**config.mk**
```make
export PLATFORM = sky130hd
export DESIGN_NAME = dma_chan_csr
export DESIGN_NICKNAME = d
export VERILOG_FILES = /design/src/rtl/dma_csr_pkg.sv /design/src/rtl/dma_csr_ctrl.sv /design/src/rtl/dma_csr_status.sv /design/src/rtl/dma_csr_rdmux.sv /design/src/rtl/dma_chan_csr.sv
export SDC_FILE = /design/constraint.sdc
export NUM_CORES = 1
export LEC_CHECK = 0
export BUFFER_PORTS_ARGS = -buffer_cell sky130_fd_sc_hd__buf_4
export CELL_PAD_IN_SITES_DETAIL_PLACEMENT = 1
export CELL_PAD_IN_SITES_GLOBAL_PLACEMENT = 2
export CORE_MARGIN = 3
export CORE_UTILIZATION = 24
export CTS_CLUSTER_DIAMETER = 150
export DETAILED_ROUTE_END_ITERATION = 8
export PLACE_DENSITY = 0.95
export SYNTH_ARGS = -nofsm -noshare
export SYNTH_HDL_FRONTEND = slang
export SYNTH_SLANG_ARGS = --single-unit
```
**constraint.sdc**
```tcl
create_clock -name clk -period 3.2 [get_ports clk]
set_input_delay 0.32 -clock clk [delete_from_list [all_inputs] [get_ports clk]]
set_output_delay 0.32 -clock clk [all_outputs]
set_load 0.05 [all_outputs]
```
**src/rtl/dma_csr_pkg.sv**
```systemverilog
package dma_csr_pkg;

    localparam int CSR_DW = 32;

    // register offsets (byte addresses)
    localparam logic [31:0] OFS_CTRL = 32'h0000_0000;
    localparam logic [31:0] OFS_STAT = 32'h0000_0004;
    localparam logic [31:0] OFS_CUR  = 32'h0000_0008;
    localparam logic [31:0] OFS_NEXT = 32'h0000_0024;

    // control word fields
    localparam int CTL_EN_BIT  = 0;
    localparam int CTL_APP_BIT = 1;

    // status word: live busy flag
    localparam int ST_BUSY_BIT = 13;

    // sticky event indices (packed order of evt_t, LSB first)
    localparam int NUM_EVT = 6;
    localparam int EV_MABT = 0;
    localparam int EV_TABT = 1;
    localparam int EV_MCU  = 2;
    localparam int EV_PAR  = 3;
    localparam int EV_EOC  = 4;
    localparam int EV_EOT  = 5;
    localparam int NUM_ERR = 4;

    typedef enum logic [2:0] {
        SEL_NONE,
        SEL_CTRL,
        SEL_STAT,
        SEL_CUR,
        SEL_NEXT
    } csr_sel_e;

    typedef struct packed {
        logic eot;
        logic eoc;
        logic par;
        logic mcu;
        logic tabt;
        logic mabt;
    } evt_t;

    // status word position of each sticky event
    function automatic int evt_bitpos(input int idx);
        case (idx)
            EV_MABT: return 3;
            EV_TABT: return 4;
            EV_MCU:  return 5;
            EV_PAR:  return 9;
            EV_EOC:  return 11;
            default: return 12;
        endcase
    endfunction

    function automatic csr_sel_e decode_ofs(input logic [31:0] ofs);
        if (ofs == OFS_CTRL)      return SEL_CTRL;
        else if (ofs == OFS_STAT) return SEL_STAT;
        else if (ofs == OFS_CUR)  return SEL_CUR;
        else if (ofs == OFS_NEXT) return SEL_NEXT;
        else                      return SEL_NONE;
    endfunction

endpackage

```
**src/rtl/dma_csr_ctrl.sv**
```systemverilog
module dma_csr_ctrl (
    input  logic clk,
    input  logic rst,
    input  logic ctl_wr,
    input  logic wr_en_bit,
    input  logic wr_app_bit,
    input  logic eng_append_ack,
    output logic enable_q,
    output logic append_q
);

    logic app_set;
    logic app_drop;

    // a new request needs the channel already on and kept on by this write
    assign app_set  = ctl_wr && wr_en_bit && wr_app_bit && enable_q;
    assign app_drop = (ctl_wr && !wr_en_bit) || eng_append_ack;

    always_ff @(posedge clk) begin
        if (rst) begin
            enable_q <= 1'b0;
            append_q <= 1'b0;
        end else begin
            if (ctl_wr) begin
                enable_q <= wr_en_bit;
            end
            if (ctl_wr && !wr_en_bit) begin
                append_q <= 1'b0;
            end else if (app_set) begin
                append_q <= 1'b1;
            end else if (app_drop) begin
                append_q <= 1'b0;
            end
        end
    end

    AST_APPEND_NEEDS_EN: assert property (@(posedge clk) disable iff (rst)
        append_q |-> enable_q);
    AST_APPEND_ACK_DROP: assert property (@(posedge clk) disable iff (rst)
        (append_q && eng_append_ack && !ctl_wr) |=> !append_q);
    AST_DISABLED_NO_APPEND: assert property (@(posedge clk) disable iff (rst)
        (ctl_wr && !enable_q) |=> !append_q);
    AST_EN_FOLLOWS_WRITE: assert property (@(posedge clk) disable iff (rst)
        ctl_wr |=> (enable_q == $past(wr_en_bit)));
    AST_EN_HOLD: assert property (@(posedge clk) disable iff (rst)
        !ctl_wr |=> $stable(enable_q));

endmodule

```
**src/rtl/dma_csr_status.sv**
```systemverilog
module dma_csr_status
    import dma_csr_pkg::*;
#(
    parameter int N_EVT = NUM_EVT
) (
    input  logic                 clk,
    input  logic                 rst,
    input  logic [N_EVT-1:0]     evt_in,
    input  logic [N_EVT-1:0]     evt_clr,
    input  logic                 busy,
    output logic [CSR_DW-1:0]    stat_word,
    output logic                 irq_eot,
    output logic                 irq_eoc,
    output logic                 irq_err
);

    logic [N_EVT-1:0] sticky_q;

    for (genvar g = 0; g < N_EVT; g++) begin : g_sticky
        always_ff @(posedge clk) begin
            if (rst) begin
                sticky_q[g] <= 1'b0;
            end else begin
                // event has priority over a clear in the same cycle
                sticky_q[g] <= (sticky_q[g] && !evt_clr[g]) || evt_in[g];
            end
        end

        AST_EVT_SETS: assert property (@(posedge clk) disable iff (rst)
            evt_in[g] |=> sticky_q[g]);
        AST_STICKY_HOLD: assert property (@(posedge clk) disable iff (rst)
            (sticky_q[g] && !evt_clr[g]) |=> sticky_q[g]);
        AST_W1C_CLEARS: assert property (@(posedge clk) disable iff (rst)
            (evt_clr[g] && !evt_in[g]) |=> !sticky_q[g]);
    end

    always_comb begin
        stat_word = '0;
        for (int i = 0; i < N_EVT; i++) begin
            stat_word[evt_bitpos(i)] = sticky_q[i];
        end
        stat_word[ST_BUSY_BIT] = busy;
    end

    assign irq_eot = sticky_q[EV_EOT];
    assign irq_eoc = sticky_q[EV_EOC];
    assign irq_err = |sticky_q[NUM_ERR-1:0];

endmodule

```
**src/rtl/dma_csr_rdmux.sv**
```systemverilog
module dma_csr_rdmux
    import dma_csr_pkg::*;
(
    input  csr_sel_e             sel,
    input  logic                 enable_q,
    input  logic                 append_q,
    input  logic [CSR_DW-1:0]    stat_word,
    input  logic [CSR_DW-1:0]    cur_desc,
    input  logic [CSR_DW-1:0]    next_desc,
    output logic [CSR_DW-1:0]    rdata
);

    logic [CSR_DW-1:0] ctrl_word;

    always_comb begin
        ctrl_word = '0;
        ctrl_word[CTL_EN_BIT]  = enable_q;
        ctrl_word[CTL_APP_BIT] = append_q;
    end

    always_comb begin
        case (sel)
            SEL_CTRL: rdata = ctrl_word;
            SEL_STAT: rdata = stat_word;
            SEL_CUR:  rdata = cur_desc;
            SEL_NEXT: rdata = next_desc;
            default:  rdata = '0;
        endcase
    end

endmodule

```
**src/rtl/dma_chan_csr.sv**
```systemverilog
module dma_chan_csr
    import dma_csr_pkg::*;
#(
    parameter int ADDR_W = 8
) (
    input  logic                 clk,
    input  logic                 rst,
    input  logic [ADDR_W-1:0]    reg_addr,
    input  logic                 reg_wr,
    input  logic [31:0]          reg_wdata,
    output logic [31:0]          reg_rdata,
    input  logic                 eng_busy,
    input  logic [31:0]          eng_cur_desc,
    input  logic                 eng_append_ack,
    input  logic                 evt_eot,
    input  logic                 evt_eoc,
    input  logic                 evt_par_err,
    input  logic                 evt_mcu_abort,
    input  logic                 evt_tgt_abort,
    input  logic                 evt_mst_abort,
    output logic                 chan_enable,
    output logic                 append_req,
    output logic [31:0]          next_desc,
    output logic                 irq_eot,
    output logic                 irq_eoc,
    output logic                 irq_err
);

    csr_sel_e             sel;
    logic                 ctl_wr;
    logic                 stat_wr;
    logic                 next_wr;
    evt_t                 evt;
    logic [NUM_EVT-1:0]   evt_vec;
    logic [NUM_EVT-1:0]   evt_clr;
    logic [CSR_DW-1:0]    stat_word;
    logic [CSR_DW-1:0]    next_q;
    logic                 err_any;

    assign sel     = decode_ofs(32'(reg_addr));
    assign ctl_wr  = reg_wr && (sel == SEL_CTRL);
    assign stat_wr = reg_wr && (sel == SEL_STAT);
    assign next_wr = reg_wr && (sel == SEL_NEXT);

    assign evt = '{eot:  evt_eot,
                   eoc:  evt_eoc,
                   par:  evt_par_err,
                   mcu:  evt_mcu_abort,
                   tabt: evt_tgt_abort,
                   mabt: evt_mst_abort};
    assign evt_vec = evt;
    assign err_any = |evt_vec[NUM_ERR-1:0];

    for (genvar g = 0; g < NUM_EVT; g++) begin : g_clr
        assign evt_clr[g] = stat_wr && reg_wdata[evt_bitpos(g)];
    end

    dma_csr_ctrl u_ctrl (
        .clk            (clk),
        .rst            (rst),
        .ctl_wr         (ctl_wr),
        .wr_en_bit      (reg_wdata[CTL_EN_BIT]),
        .wr_app_bit     (reg_wdata[CTL_APP_BIT]),
        .eng_append_ack (eng_append_ack),
        .enable_q       (chan_enable),
        .append_q       (append_req)
    );

    dma_csr_status #(.N_EVT(NUM_EVT)) u_status (
        .clk       (clk),
        .rst       (rst),
        .evt_in    (evt_vec),
        .evt_clr   (evt_clr),
        .busy      (eng_busy),
        .stat_word (stat_word),
        .irq_eot   (irq_eot),
        .irq_eoc   (irq_eoc),
        .irq_err   (irq_err)
    );

    always_ff @(posedge clk) begin
        if (rst) begin
            next_q <= '0;
        end else if (next_wr) begin
            next_q <= reg_wdata;
        end
    end
    assign next_desc = next_q;

    dma_csr_rdmux u_rdmux (
        .sel       (sel),
        .enable_q  (chan_enable),
        .append_q  (append_req),
        .stat_word (stat_word),
        .cur_desc  (eng_cur_desc),
        .next_desc (next_q),
        .rdata     (reg_rdata)
    );

    AST_NEXT_HOLD: assert property (@(posedge clk) disable iff (rst)
        !next_wr |=> $stable(next_desc));
    AST_NEXT_LOAD: assert property (@(posedge clk) disable iff (rst)
        next_wr |=> (next_desc == $past(reg_wdata)));
    AST_IRQ_ERR_CAUSE: assert property (@(posedge clk) disable iff (rst)
        $rose(irq_err) |-> $past(err_any));
    AST_IRQ_EOT_CAUSE: assert property (@(posedge clk) disable iff (rst)
        $rose(irq_eot) |-> $past(evt_eot));
    AST_IRQ_ERR_FALL: assert property (@(posedge clk) disable iff (rst)
        $fell(irq_err) |-> $past(stat_wr));
    AST_BUSY_LIVE: assert property (@(posedge clk) disable iff (rst)
        (sel == SEL_STAT) |-> (reg_rdata[ST_BUSY_BIT] == eng_busy));

endmodule

```
==> results.md, run 1 <==
* RD Place Congestion at between 0.8 and 0.9
* Row count at 36
* Total Power at 0.00116 W
* Wire length of the first global-routing pass at between 15,000 and 20,000 microns
* Cts hold-fix bufs at 0
* Met2 Use GR at approximately a third
* GRT Util Overall at between 15 and 20%
* Final period utilization at 80.1%
* Largest net degree at the start of global routing at 41
* Syn. warnings at 0
* Main combinational cell family by area after synthesis: compound AO/OA/AOI/OAI gates
* Area grow syn2layout at 53.9%
* Iteration-0 DRC count of the detailed router at approximately 170
* Post-synth EDFFs at 0
* Cell Pwr Density at between 200 and 300 nW/um^2
* Starting Density at approximately a quarter
* Synthesized Nets at between 400 and 500
* Die extent in y at about 110 microns
* Total CTS buffers at 5
* Simple-gate share of the synthesized area at between 20% and 30%
* Core area at about 10000 sq um
* Crit path arrival time at 2.24 ns
* Crit path launch type: input port
* Crit Path Max Fanout at 29
* Worst setup EP type: output pin
* Drt drc at 0
* CTS tree: yes
* CTS Sinks at 40
* Met3 GRT Util at approximately 3.9%
* Top Ports at around 150
* Post-synthesis cell type count at 30
* Clock transition at the registers of the reported paths at ~0.090 ns
* Worst slew pin tran at 1.10 ns
* Post-CTS resize count at 0
* Post-Synth Adder-Cell Area at 0%
* Antenna-violating nets left at 0
* Xor and xnor area share after synthesis at 0%
* Synth Register Bits at 40
* DRT Pass-1 Iters at 4
* Clock Path Buffers at 2
* Hold Fails Final Rpt at 0
* Peak supply drop at between 200 and 250 uV
* Multiplexer area fraction after synthesis at about 1.3%
* Detailed Place HPWL at 8640 microns
* Setup bufs post-CTS at 0
* Endpoints failing setup at 0
* RSZ-0062 raised after global routing: false
* Clock root buffer: clkbuf_8
* Vias in the first global route at 3,430
* Mapped cell area at roughly 2500 sq um
* Share of layout cells above drive strength 1 at roughly 39%
* Worst path required time at about 2.9 ns
* GR peak layer: met2
* Average wire per standard cell at 20.8 microns
* Predominant post-synthesis flop cell: dfxtp_1
* Via density at 5.64
* Max_slew headroom at between 20% and 30%
* Setup Total Neg Slack at 0 ns
* Crit Path Class: in2out
* Asr flop ratio synth at 0%
* Status: finished clean
* Synth Area in Compound Gates at about a third
* Global route overflow at 0
* Leak pwr at ~1.5 nW
* Number of I/O port buffers at ~150
* Seq/Total Area, Yosys at a little under a third
* Nets at 538
* Syn avg cell area at 7.59 sq um
* Worst-Skew Late Latency at just under 0.3 ns
* Final Max Slew Viols at 0
* H-tree level count at 2
* GR Layer Usage met1 at roughly 25%
* Vias at ~3,300
* Max-Cap Viols at 0
* Synth top area share at between 30% and 40%
* Die W at ~110 microns
* Hold Path Class: in2reg
* Fmax at between 300 and 400 MHz
* Clock skew at roughly 0.00015 ns
* Initial antenna violation count at 0
* Post-Synthesis Cells at 332
* Synth top area cells: dfxtp_1, nand4_1, a21oi_1
* Final hold slack at between 0.2 and 0.3 ns
* Die ar. at around 12,000 sq um
* Area leader, netlist: dfxtp_1
* Fin crit period at approximately 2.6 ns
* Commonest cells post-synth: a21oi_1, nand4_1, clkbuf_1
* Top-count cell post-synth: a21oi_1
* Fin util at between 30% and 40%
* WL final at between 10,000 and 15,000 microns
* ANT cells at 0
-- cells in the final DEF, fill, tap and decap left out, drive strengths merged, types with 3 or more instances in the layout --
| cell type | instances |
|---|---|
| a211oi | 3 |
| a21oi | 62 |
| a311oi | 4 |
| and3b | 12 |
| buf | 162 |
| clkbuf | 5 |
| dfxtp | 40 |
| nand4 | 56 |
| nor2 | 9 |
| nor2b | 5 |
| o211ai | 6 |
| o21ai | 30 |
| o31ai | 34 |
| or4 | 4 |
-- worst paths after layout --
| check | start | to | slack [ns] | cells past startpoint |
|---|---|---|---|---|
| worst max-delay path | reg_addr[5] | reg_rdata[3] | 0.64 | 5 |
| worst min-delay path | reg_wdata[27] | next_desc[27] | 0.28 | 3 |
| worst max register to register | u_ctrl.enable_q | u_ctrl.append_q | 2.05 | 3 |
| worst min register to register | next_desc[14] | next_desc[14] | 0.49 | 2 |
-- critical path, cell delays in order --
cell     delay, ns
buf_4         0.18
or4_1         0.99
o21ai_0       0.38
a21oi_1       0.13
buf_4         0.23
-- cell families after synthesis --
family,Yosys count
AOI/OAI and AO/OA,142
buffers and inverters,47
DFF,40
muxes,3
and+or+nand+nor,100
-- final cells by class --
type	instances	area [sq um]
fillers	1254	6120
multi-input cells	245	1570
repair buffers	162	1220
flip-flops and latches	40	801
well taps	133	166
clock buffers	5	68.8
clock inverters	3	46.3
inverters	1	3.75
-- where the power goes --
part           internal [W]  switching (W)
clock network      0.000235       0.000205
registers          0.000503     0.00000426
logic             0.0000922       0.000121
-- per-layer routing --
layer / vias up / routed length (microns)
li1: 1558 / -
met1: 1620 / 5360
met2: 128 / 5890
met3: 14 / 831
met4: 0 / 182
met5: - / 0
-- registers in the layout, indices dropped and copies added, names as in the netlist --
name / count
u_ctrl.enable_q: 1
next_desc: 32
u_ctrl.append_q: 1
u_status.irq_eot: 1
u_status.stat_word: 4
u_status.irq_eoc: 1
-- through the flow --
step	worst slack (ns)	instances	area, sq um
after floorplan	0.451	332	2520
after global placement	0.750	581	3760
after detailed placement	0.631	581	3760
after CTS	0.626	589	3880
after global routing	0.529	589	3880
final	0.637	589	3880
No activity file was read; power rests on OpenSTA's default activity.
==> run 2, diff against run 1 <==
CORE_UTILIZATION = 20   (was 24)
PLACE_DENSITY = 0.86   (was 0.95)
clock period = 2.13 ns   (was 3.2 ns; I/O delays follow)
==> results.md, run 2 (synthesized netlist as in run 1, its figures left out) <==
* Max-Cap Viols at 0
* RD Place Congestion at 0.765
* Multi-input gate area at roughly 1600 sq um
* Clock Path Buffers at 2
* Min-Delay Startpoint: reg_wdata[22]
* Top Ports at 152
* CTS tree: yes
* Crit path arrival time at approximately 1.7 ns
* Hold Fails Final Rpt at 0
* CTS Sinks at 40
* Endpoints failing setup at 0
* Worst-Skew Late Latency at 0.28 ns
* Fin crit period at roughly 1.9 ns
* WL final at 12,300 microns
* Most common cell after layout, fill and taps aside: buf_4
* Average wire per standard cell at approximately 19 microns
* P_sw at ~0.00052 W
* Leak pwr at between 1.5 and 2 nW
* Clock root buffer: clkbuf_16
* Slack of the worst reg-to-reg path at 1.00 ns
* Global route overflow at 0
* Worst Hold Endpoint: next_desc[22]
* Max_slew headroom at approximately a third
* Vias at around 3,300
* Total CTS buffers at 5
* Hold Path Class: in2reg
* Antenna-violating nets left at 0
* Seq pwr share at 38.6%
* Iteration-0 DRC count of the detailed router at about 200
* Internal power at ~0.0015 W
* FF-to-FF End: u_ctrl.append_q
* Via density at about 5.2
* Setup Total Neg Slack at 0 ns
* H-tree level count at 2
* Switching Share at about a quarter
* R2R depth at 3
* Most frequent cells in the layout: buf_4, nand4_1, a21oi_1
* Largest net degree at the start of global routing at 41
* Final Max Slew Viols at 0
* Die W at roughly 120 microns
* Starting Density at between 20% and 30%
* GRT Util Overall at around 17%
* Post-CTS resize count at 0
* DRT Pass-1 Iters at 7
* Setup bufs post-CTS at 0
* Peak supply drop at between 200 and 250 uV
* Design Area, Final at 4110 sq um
* Row count at 40
* RSZ-0062 raised after global routing: false
* Number of I/O port buffers at ~150
* Nets at approximately 550
* Register area at 801 sq um
* Share of layout cells above drive strength 1 at between 40% and 50%
* Detailed Place HPWL at around 9000 microns
* Fillers at about 1,500
* Max reg flops at 32
* Drt drc at 0
* ANT cells at 0
* Status: finished clean
* Crit Path Max Fanout at 29
* Hold depth at 3
* Worst path required time at between 1.5 and 2 ns
* Final period utilization at approximately nine tenths
* Gate power share at between 10% and 20%
* Die ar. at approximately 14,000 sq um
* Clock skew at 0.0000796 ns
* Crit Path Class: in2out
* Cts hold-fix bufs at 0
* Die extent in y at around 120 microns
* Vias in the first global route at about 3,500
* Placed cell area at 3940 sq um
* Clock power share at roughly 45%
* Crit path launch type: input port
* Cell Pwr Density at 482 nW/um^2
* Wire length of the first global-routing pass at about 20,000 microns
* Area grow syn2layout at 63.3%
* Clock transition at the registers of the reported paths at approximately 0.060 ns
* Worst slew pin tran at between 0.9 and 1 ns
* Worst setup EP type: output pin
* Core area at 12,200 sq um
* RR Startpoint: u_ctrl.enable_q
* Fmax at about 530 MHz
* Initial antenna violation count at 0
==> run 2: worst max-delay path: stages <==
cell and delay, ns:
buf_4 0.13, nor4_1 0.06, buf_4 0.15, o21ai_4 0.75
a21oi_1 0.13, buf_4 0.25
==> run 2: final cells by class <==
cell class / instances / area share (%)
clock buffers: 5 / 3.04
clock inverters: 3 / 1.13
inverters: 1 / 0.0912
multi-input cells: 245 / 39.3
flip-flops and latches: 40 / 19.5
well taps: 168 / 5.11
repair buffers: 173 / 31.9
==> run 2: how the worst max path moves through the flow <==
stage | from | end | slack [ns] | cells after the start
final | reg_addr[5] | reg_rdata[24] | 0.23 | 6
after global routing | reg_addr[1] | reg_rdata[4] | 0.11 | 6
after detailed placement | reg_addr[5] | reg_rdata[24] | 0.22 | 6
after CTS | reg_addr[5] | reg_rdata[24] | 0.22 | 6
after global placement | reg_addr[4] | reg_rdata[28] | 0.20 | 6
after floorplan | reg_addr[3] | reg_rdata[11] | -0.14 | 5
==> run 2: power groups by stage <==
stage | registers, W | logic, W | clock network [W]
global placement | 0.000780 | 0.000333 | 0
global route | 0.000765 | 0.000364 | 0.000938
CTS | 0.000764 | 0.000339 | 0.000916
floorplan | 0.000790 | 0.000119 | 0
finish | 0.000764 | 0.000337 | 0.000882
detailed placement | 0.000781 | 0.000337 | 0
==> run 2: through the flow <==
step                util, %  worst slack (ns)  std cells  power, W  hold WS [ns]
floorplan                 -            -0.140        332  0.000909         0.363
finish                 33.8             0.226        635   0.00198         0.195
detailed placement     32.4             0.217        627   0.00112         0.489
CTS                    33.8             0.218        635   0.00202         0.189
global route           33.8             0.106        635   0.00207         0.200
global placement       32.4             0.195        627   0.00111         0.475
==> run 2: layer usage <==
metal	global-route usage [%]	share of wire, %	vias up
li1	-	-	1583
met1	21.6	44	1599
met2	30.1	50	114
met3	3.78	5.3	10
met4	2.93	1.0	0
met5	0	0	-
==> run 3, diff against run 2 <==
CORE_UTILIZATION = 24   (was 20)
PLACE_DENSITY = 0.95   (was 0.86)
RECOVER_POWER = 25   (was unset)
REMOVE_ABC_BUFFERS = 1   (was unset)
clock period = 2.3 ns   (was 2.13 ns; I/O delays follow)
==> results.md, run 3 (synthesized netlist as in run 1, its figures left out) <==
* Clock transition at the registers of the reported paths at about 0.08 ns
* Design Area, Final at about 3800 sq um
* RR Startpoint: u_ctrl.enable_q
* Clock skew at 0.000161 ns
* Hold Path Class: in2reg
* Row count at 36
* Peak supply drop at approximately 270 uV
* Most frequent cells in the layout: buf_4, a21oi_1, nand4_1
* FF-to-FF End: u_ctrl.append_q
* Cell Pwr Density at approximately 430 nW/um^2
* Initial antenna violation count at 0
* Fin crit period at approximately 2.1 ns
* Die ar. at between 10,000 and 15,000 sq um
* Post-CTS resize count at 0
* Drt drc at 0
* Total CTS buffers at 5
* RSZ-0062 raised after global routing: false
* Worst slew pin tran at roughly 1.1 ns
* Clock root buffer: clkbuf_8
* Largest net degree at the start of global routing at 41
* Final period utilization at 92.4%
* Critical path launch point: reg_addr[3]
* Leak pwr at between 1 and 1.5 nW
* Number of I/O port buffers at 151
* Fillers at ~1,200
* GRT Util Overall at 18.4%
* Max-Cap Viols at 0
* Vias in the first global route at between 3,000 and 4,000
* Setup bufs post-CTS at 0
* Clock Path Buffers at 2
* DRT Pass-1 Iters at 4
* Detailed Place HPWL at about 8100 microns
* Die extent in y at between 100 and 150 microns
* Worst Hold Endpoint: next_desc[27]
* Top Ports at between 150 and 200
* Worst setup EP type: output pin
* GR Layer Usage met1 at between 20% and 30%
* RD Place Congestion at between 0.7 and 0.8
* Average wire per standard cell at about 19 microns
* Crit path arrival time at between 1.5 and 2 ns
* ANT cells at 0
* Hold depth at 3
* Die W at 108 microns
* Share of layout cells above drive strength 1 at between 30 and 40%
* Via density at about 5.4
* CTS Sinks at 40
* Most common cell after layout, fill and taps aside: buf_4
* Max reg flops at 32
* CTS tree: yes
* Antenna-violating nets left at 0
* Worst path required time at roughly 2.1 ns
* Vias at around 3,200
* Fmax at between 400 and 500 MHz
* Global route overflow at 0
* Placed cell area at between 3000 and 4000 sq um
* Placed insts at 586
* Switching Share at 26.0%
* Min-Delay Startpoint: reg_wdata[27]
* GR peak layer: met2
* H-tree level count at 2
* Hold Fails Final Rpt at 0
* Crit path launch type: input port
* Final Non-Filler Cells at 594
* Area grow syn2layout at 52.3%
* Crit Path Class: in2out
* WL final at approximately 11,000 microns
* Crit Path Max Fanout at 29
* Met2 Use GR at between 30% and 40%
* Gate power share at between 15 and 20%
* Cts hold-fix bufs at 0
* P_sw at between 0.0004 and 0.0005 W
* Starting Density at between 20% and 30%
* Worst-Skew Late Latency at just under 0.3 ns
* Core area at ~10000 sq um
* Met3 GRT Util at under 10%
* Max_slew headroom at approximately 28%
* R2R depth at 3
* Endpoints failing setup at 0
* Slack of the worst reg-to-reg path at 1.13 ns
* Final Max Slew Viols at 0
* Iteration-0 DRC count of the detailed router at 137
* Seq pwr share at 43.0%
* Nets at approximately 540
* Status: finished clean
* Clock power share at a little under 40%
* Internal power at 0.00121 W
* Wire length of the first global-routing pass at approximately 17,000 microns
run 3: how the worst max path moves through the flow:
stage | endpoint | slack, ns | depth (start not counted)
CTS | reg_rdata[9] | 0.15 | 5
global route | reg_rdata[9] | 0.009 | 5
detailed placement | reg_rdata[9] | 0.15 | 5
finish | reg_rdata[9] | 0.18 | 5
floorplan | reg_rdata[10] | -1.87 | 3
global placement | reg_rdata[4] | 0.29 | 5
run 3: layer usage:
| layer | vias to the layer above | part of all wire, % |
|---|---|---|
| met5 | - | 0 |
| met4 | 0 | 1.0 |
| met3 | 8 | 5.8 |
| met2 | 106 | 51 |
| met1 | 1553 | 42 |
| li1 | 1568 | - |
run 3: critical path, stage by stage:
cell and delay, ns:
buf_4 0.23, a211o_1 0.79, o21ai_0 0.20, a21oi_1 0.22, buf_4 0.23
run 3: power by group through the flow:
stage	clock [W]	sequential (W)	combinational, W
after floorplan	0	0.000732	0.0000767
after global placement	0	0.000722	0.000291
after CTS	0.000654	0.000706	0.000298
final	0.000638	0.000707	0.000297
after detailed placement	0	0.000723	0.000298
after global routing	0.000683	0.000708	0.000320
run 3: layout make-up:
class,instances,area (sq um),area share [%]
multi-input combinational,245,1570,41.0
timing repair buffer,167,1160,30.4
sequential,40,801,20.9
tap,133,166,4.34
clock buffer,7,96.3,2.51
clock inverter,1,30.0,0.783
inverter,1,3.75,0.0978
run 3: stage by stage:
stage / setup TNS (ns) / setup WS [ns] / utilization, % / total power (W) / hold WS (ns)
4_1_cts: 0 / 0.151 / 39.4 / 0.00166 / 0.189
6_report: 0 / 0.176 / 38.4 / 0.00164 / 0.193
5_1_grt: 0 / 0.00883 / 38.4 / 0.00171 / 0.198
3_5_place_dp: 0 / 0.149 / 38.1 / 0.00102 / 0.482
2_1_floorplan: -55.94 / -1.87 / - / 0.000808 / 0.299
3_3_place_gp: 0 / 0.288 / 38.1 / 0.00101 / 0.475
